===== src/rtl/sysopt_pkg.sv =====
package sysopt_pkg;

    localparam int REG_W  = 8;
    localparam int ADDR_W = 1;

    // bit positions in the core options register
    localparam int CORE_WDOG_EN   = 7;
    localparam int CORE_WDOG_LONG = 6;
    localparam int CORE_STOP_EN   = 5;
    localparam int CORE_DBG_EN    = 1;
    localparam int CORE_RPIN_EN   = 0;

    // bit positions in the routing options register
    localparam int ROUTE_BUSCLK = 7;
    localparam int ROUTE_CMP    = 0;

    localparam logic [ADDR_W-1:0] SEL_CORE  = '0;
    localparam logic [ADDR_W-1:0] SEL_ROUTE = 1'b1;

    typedef struct packed {
        logic wdog_en;
        logic wdog_long;
        logic stop_en;
        logic dbg_en;
        logic rpin_en;
    } core_opts_t;

    typedef struct packed {
        logic busclk;
        logic cmp_route;
    } route_opts_t;

    localparam core_opts_t CORE_DEFAULT = '{
        wdog_en:   1'b1,
        wdog_long: 1'b0,
        stop_en:   1'b0,
        dbg_en:    1'b1,
        rpin_en:   1'b0
    };

    localparam route_opts_t ROUTE_DEFAULT = '{busclk: 1'b0, cmp_route: 1'b0};

    function automatic logic [REG_W-1:0] pack_core(core_opts_t c);
        logic [REG_W-1:0] v;
        v = '0;
        v[CORE_WDOG_EN]   = c.wdog_en;
        v[CORE_WDOG_LONG] = c.wdog_long;
        v[CORE_STOP_EN]   = c.stop_en;
        v[CORE_DBG_EN]    = c.dbg_en;
        v[CORE_RPIN_EN]   = c.rpin_en;
        return v;
    endfunction

    function automatic logic [REG_W-1:0] pack_route(route_opts_t r);
        logic [REG_W-1:0] v;
        v = '0;
        v[ROUTE_BUSCLK] = r.busclk;
        v[ROUTE_CMP]    = r.cmp_route;
        return v;
    endfunction

endpackage


===== src/rtl/sysopt_core_reg.sv =====
module sysopt_core_reg
    import sysopt_pkg::*;
(
    input  logic             clk,
    input  logic             any_rst,
    input  logic             por_rst,
    input  logic             wr,
    input  logic [REG_W-1:0] wdata,
    output core_opts_t       q,
    output logic             locked
);

    always_ff @(posedge clk) begin
        if (any_rst) begin
            q.wdog_en   <= CORE_DEFAULT.wdog_en;
            q.wdog_long <= CORE_DEFAULT.wdog_long;
            q.stop_en   <= CORE_DEFAULT.stop_en;
            q.dbg_en    <= CORE_DEFAULT.dbg_en;
            locked      <= 1'b0;
            // the reset-pin select survives every reset class except power-on
            if (por_rst) begin
                q.rpin_en <= CORE_DEFAULT.rpin_en;
            end
        end else if (wr) begin
            q.dbg_en <= wdata[CORE_DBG_EN];
            if (!locked) begin
                q.wdog_en   <= wdata[CORE_WDOG_EN];
                q.wdog_long <= wdata[CORE_WDOG_LONG];
                q.stop_en   <= wdata[CORE_STOP_EN];
                q.rpin_en   <= q.rpin_en | wdata[CORE_RPIN_EN];
                locked      <= 1'b1;
            end
        end
    end

endmodule


===== src/rtl/sysopt_route_reg.sv =====
module sysopt_route_reg
    import sysopt_pkg::*;
(
    input  logic             clk,
    input  logic             any_rst,
    input  logic             wr,
    input  logic [REG_W-1:0] wdata,
    output route_opts_t      q,
    output logic             locked
);

    always_ff @(posedge clk) begin
        if (any_rst) begin
            q      <= ROUTE_DEFAULT;
            locked <= 1'b0;
        end else if (wr) begin
            q.cmp_route <= wdata[ROUTE_CMP];
            if (!locked) begin
                q.busclk <= wdata[ROUTE_BUSCLK];
                locked   <= 1'b1;
            end
        end
    end

endmodule


===== src/rtl/sysopt_stop_guard.sv =====
module sysopt_stop_guard (
    input  logic clk,
    input  logic any_rst,
    input  logic stop_try,
    input  logic stop_en,
    output logic illegal_req
);

    always_ff @(posedge clk) begin
        if (any_rst) begin
            illegal_req <= 1'b0;
        end else begin
            illegal_req <= stop_try & ~stop_en;
        end
    end

endmodule


===== src/rtl/sysopt_regs.sv =====
module sysopt_regs
    import sysopt_pkg::*;
(
    input  logic             clk,
    input  logic             por_rst,
    input  logic             sys_rst,
    input  logic             bus_sel,
    input  logic             bus_we,
    input  logic [REG_W-1:0] bus_wdata,
    output logic [REG_W-1:0] bus_rdata,
    input  logic             stop_try,
    output logic             illegal_stop_req,
    output logic             wdog_en,
    output logic             wdog_long,
    output logic             wdog_busclk,
    output logic             stop_ok,
    output logic             dbg_pin_en,
    output logic             rst_pin_en,
    output logic             rst_pin_pullup,
    output logic             cmp_to_cap
);

    logic        any_rst;
    logic        wr_core;
    logic        wr_route;
    core_opts_t  core_q;
    route_opts_t route_q;
    logic        core_locked;
    logic        route_locked;

    assign any_rst  = por_rst | sys_rst;
    assign wr_core  = bus_we & (bus_sel == SEL_CORE);
    assign wr_route = bus_we & (bus_sel == SEL_ROUTE);

    sysopt_core_reg u_core (
        .clk     (clk),
        .any_rst (any_rst),
        .por_rst (por_rst),
        .wr      (wr_core),
        .wdata   (bus_wdata),
        .q       (core_q),
        .locked  (core_locked)
    );

    sysopt_route_reg u_route (
        .clk     (clk),
        .any_rst (any_rst),
        .wr      (wr_route),
        .wdata   (bus_wdata),
        .q       (route_q),
        .locked  (route_locked)
    );

    sysopt_stop_guard u_guard (
        .clk         (clk),
        .any_rst     (any_rst),
        .stop_try    (stop_try),
        .stop_en     (core_q.stop_en),
        .illegal_req (illegal_stop_req)
    );

    always_comb begin
        if (bus_sel == SEL_ROUTE) begin
            bus_rdata = pack_route(route_q);
        end else begin
            bus_rdata = pack_core(core_q);
        end
    end

    assign wdog_en        = core_q.wdog_en;
    assign wdog_long      = core_q.wdog_long;
    assign stop_ok        = core_q.stop_en;
    assign dbg_pin_en     = core_q.dbg_en;
    assign rst_pin_en     = core_q.rpin_en;
    assign rst_pin_pullup = core_q.rpin_en;
    assign wdog_busclk    = route_q.busclk;
    assign cmp_to_cap     = route_q.cmp_route;

endmodule


===== config.mk =====
export PLATFORM = sky130hd
export DESIGN_NAME = sysopt_regs
export DESIGN_NICKNAME = d
export VERILOG_FILES = /design/src/rtl/sysopt_pkg.sv /design/src/rtl/sysopt_core_reg.sv /design/src/rtl/sysopt_route_reg.sv /design/src/rtl/sysopt_stop_guard.sv /design/src/rtl/sysopt_regs.sv
export SDC_FILE = /design/constraint.sdc
export NUM_CORES = 1
export LEC_CHECK = 0
export ABC_CLOCK_PERIOD_IN_PS = 3000
export BUFFER_PORTS_ARGS = -buffer_cell sky130_fd_sc_hd__buf_2
export CAP_MARGIN = 5
export CORE_AREA = 2 2 39 41
export DETAILED_ROUTE_END_ITERATION = 6
export DIE_AREA = 0 0 41 43
export HOLD_SLACK_MARGIN = 0.06
export PLACE_DENSITY_LB_ADDON = 0.3
export SLEW_MARGIN = 20
export SYNTH_ARGS = -nofsm -noshare
export SYNTH_HDL_FRONTEND = slang
export SYNTH_SLANG_ARGS = --single-unit

===== constraint.sdc =====
create_clock -name clk -period 3 [get_ports clk]
set_clock_uncertainty 0.1 [all_clocks]
set_input_delay 0.6 -clock clk [delete_from_list [all_inputs] [get_ports clk]]
set_output_delay 0.6 -clock clk [all_outputs]
set_load 0.02 [all_outputs]

==> impl_results.md <==
* Mapped Cells at 52
* Top cell type's share of synthesized area at 34.8%
* Final cycle utilization of the critical path at 68.4%
* Final setup fails at 0
* Flop pwr share at 48.9%
* Total wire length at 1000 µm
* Number of port buffers at 24
* Share of cells above drive strength 1 at ~44%
* Count leader, synth: dfxtp_1
* Synth area leaders: dfxtp_1 (35%), mux2_2 (11%), nor3b_1 (8.7%)
* Routed length per instance at about 11 µm
* Clk sinks at 10
* GRT Residual Overflow at 0
* Lkg Pwr at about 0.0003 µW
* Peak VDD IR at 243 µV
* Largest area contributor in the netlist: dfxtp_1
* Placed instance area at 621 µm²
* N_diodes at 0
* Synth cell count leaders: dfxtp_1 (9), nor3b_1 (6), mux2_2 (5)
* Met2 usage at between 10% and 20%
* CP bufs+invs at 2
* Layout Area Growth over Synthesis at 24.9%
* Post-layout min period at ~2.1 ns
* Hold WC Path Type: flip-flop to flip-flop
* First-pass GRT wire length at 1550 µm
* Synth Cell Area at 518 µm²
* Grt met3 use at ~3.1%
* Sequential area share after synthesis at 40.6%
* Resize count post-CTS at 0
* Core Region at ~1400 µm²
* Critical-path cell list: buf_2 > mux2_2 > buf_2
* Hold Violations, Final at 0
* Busiest grt layer: met1
* Synth warn at 0
* Power Dens Cells at roughly 450 nW/µm²
* Syn Area/Cell at 9.96 µm²
* Max stage delay on crit path at between 0.3 and 0.4 ns
* Status: finished clean
* Total GRT Usage at 13.3%
* Worst EP arrival at about 1.4 ns
* Largest net degree at the start of global routing at 13
* Nets@finish at 90
* Gate power share at between 10% and 20%
* Slowest stage cell, crit path: mux2_2
* EDFF count, synth at 1
* Most used DFF post-synth: dfxtp_1
* Clock tree buffer depth at 2
* Crit-path max FO at 12
* Die area at between 1500 and 2000 µm²
* Worst-path clk slew at roughly 0.07 ns
* Worst path required time at between 2 and 2.5 ns
* Initial DRC count at 4
* Design area at between 600 and 700 µm²
* Die width at a little over 40 µm
* #FFs+latches synth at 10
* DR vias/cell at 4.81
* I/O pins at 31
* F_max at just under 500 MHz
* GR Layer Usage met1 at 18.9%
* Unrepaired setup endpoints after global routing: false
* Dpl hpwl at about 690 µm
* Clk_lat worst skew at between 0.2 and 0.3 ns
* Initial Utilization at a little under two fifths
* WS Path Type: primary input to primary output
* Max-slew violations at 0
* Setup TNS Final at 0 ns
* DR vias at ~440
* Startpoint Class: primary input
* Initial DRT Pass Iterations at 3
* Post-CTS Setup Bufs at 0
* Initial antenna violation count at 0
* Row cnt at 14
* Vias in the first global route at between 300 and 400
* Max H-tree Level at 1
* Sw Pwr at 79.3 µW
* Share of flip-flops with an asynchronous set or reset at 0%
* Setup crit end kind: primary output
* Root Buffer: clkbuf_4
* Distinct cells, synth at 21
* Maxcap violations at 0
* Internal power at ~210 µW
* # DRC at 0
* CTS tree: built
* Die H at around 43 µm
* RePlAce Congestion at just over 0.6
* Sw frac at between 20% and 30%
* Hold_buf cts at 0
* CP top delay family: buffers and inverters
* ANT nets after route at 0
* Cell mode on critical path: buf_2
* Clk network pwr share at 33.6%
* CTS Buf Count at 3
## cells in the final DEF, fill, tap and decap left out, types with 2 or more instances in the layout
master    synthesis  layout
nor2_1            2       2
mux2_2            5       5
inv_1             2       2
clkbuf_4          0       3
buf_2             3      24
nor3_1            3       3
nand3b_1          2       2
conb_1            1       3
nor3b_1           6       6
nor2b_1           3       3
o21a_1            3       3
dfxtp_1           9       9
## path summary, 6_finish.rpt
kind / startpoint / endpoint / slack [ns] / cells after the start
worst max register to register: u_core.locked / u_core.q[3] / 1.80 / 2
worst min-delay path: u_core.q[2] / u_guard.illegal_req / 0.37 / 1
worst min register to register: u_core.q[2] / u_guard.illegal_req / 0.37 / 1
worst max-delay path: bus_sel / bus_rdata[7] / 0.95 / 3
## flip-flops by register name (all words and copies together) (netlist names)
register and flops:
u_core.locked 1, u_route.locked 1, u_core.q 5, u_guard.illegal_req 1, u_route.q 2
## power by group through the flow
stage               Clock, µW  Combinational, µW  Sequential [µW]
floorplan                   0               33.8              150
global placement            0               50.6              145
detailed placement          0               50.7              145
CTS                      99.7               51.0              142
global route              105               56.0              143
finish                   97.6               50.7              142
## metrics by stage
| stage | cells | hold WS [ns] | setup slack, ns | total power (µW) | util [%] |
|---|---|---|---|---|---|
| final | 91 | 0.368 | 0.947 | 290 | 46.7 |
| after detailed placement | 87 | 0.355 | 0.945 | 196 | 44.8 |
| after global routing | 91 | 0.401 | 0.912 | 304 | 46.7 |
| after global placement | 87 | 0.351 | 0.950 | 196 | 44.8 |
| after floorplan | 54 | 0.377 | 1.15 | 183 | - |
| after CTS | 91 | 0.368 | 0.942 | 293 | 46.7 |
## routing by layer
| layer | vias to the layer above | share of wire [%] |
|---|---|---|
| li1 | 224 | - |
| met1 | 192 | 50 |
| met3 | 2 | 8.6 |
| met2 | 20 | 39 |
| met5 | - | 0 |
| met4 | 0 | 1.9 |
## logic make-up after synthesis
group	count (synthesis)	share of synthesized area, %
other	1	0.724
buffers and inverters	9	10.1
and+or+nand+nor	19	26.1
AOI/OAI and AO/OA	7	9.66
DFF	10	40.6
muxes	6	12.8
## cell type report
class                      instances  area [µm²]
fill                             145         737
clock buffer                       4        26.3
timing repair buffer              24         120
multi-input combinational         35         263
inverter                           2        7.51
tap                               16        20.0
sequential                        10         210
No activity file was read; power rests on OpenSTA's default activity.
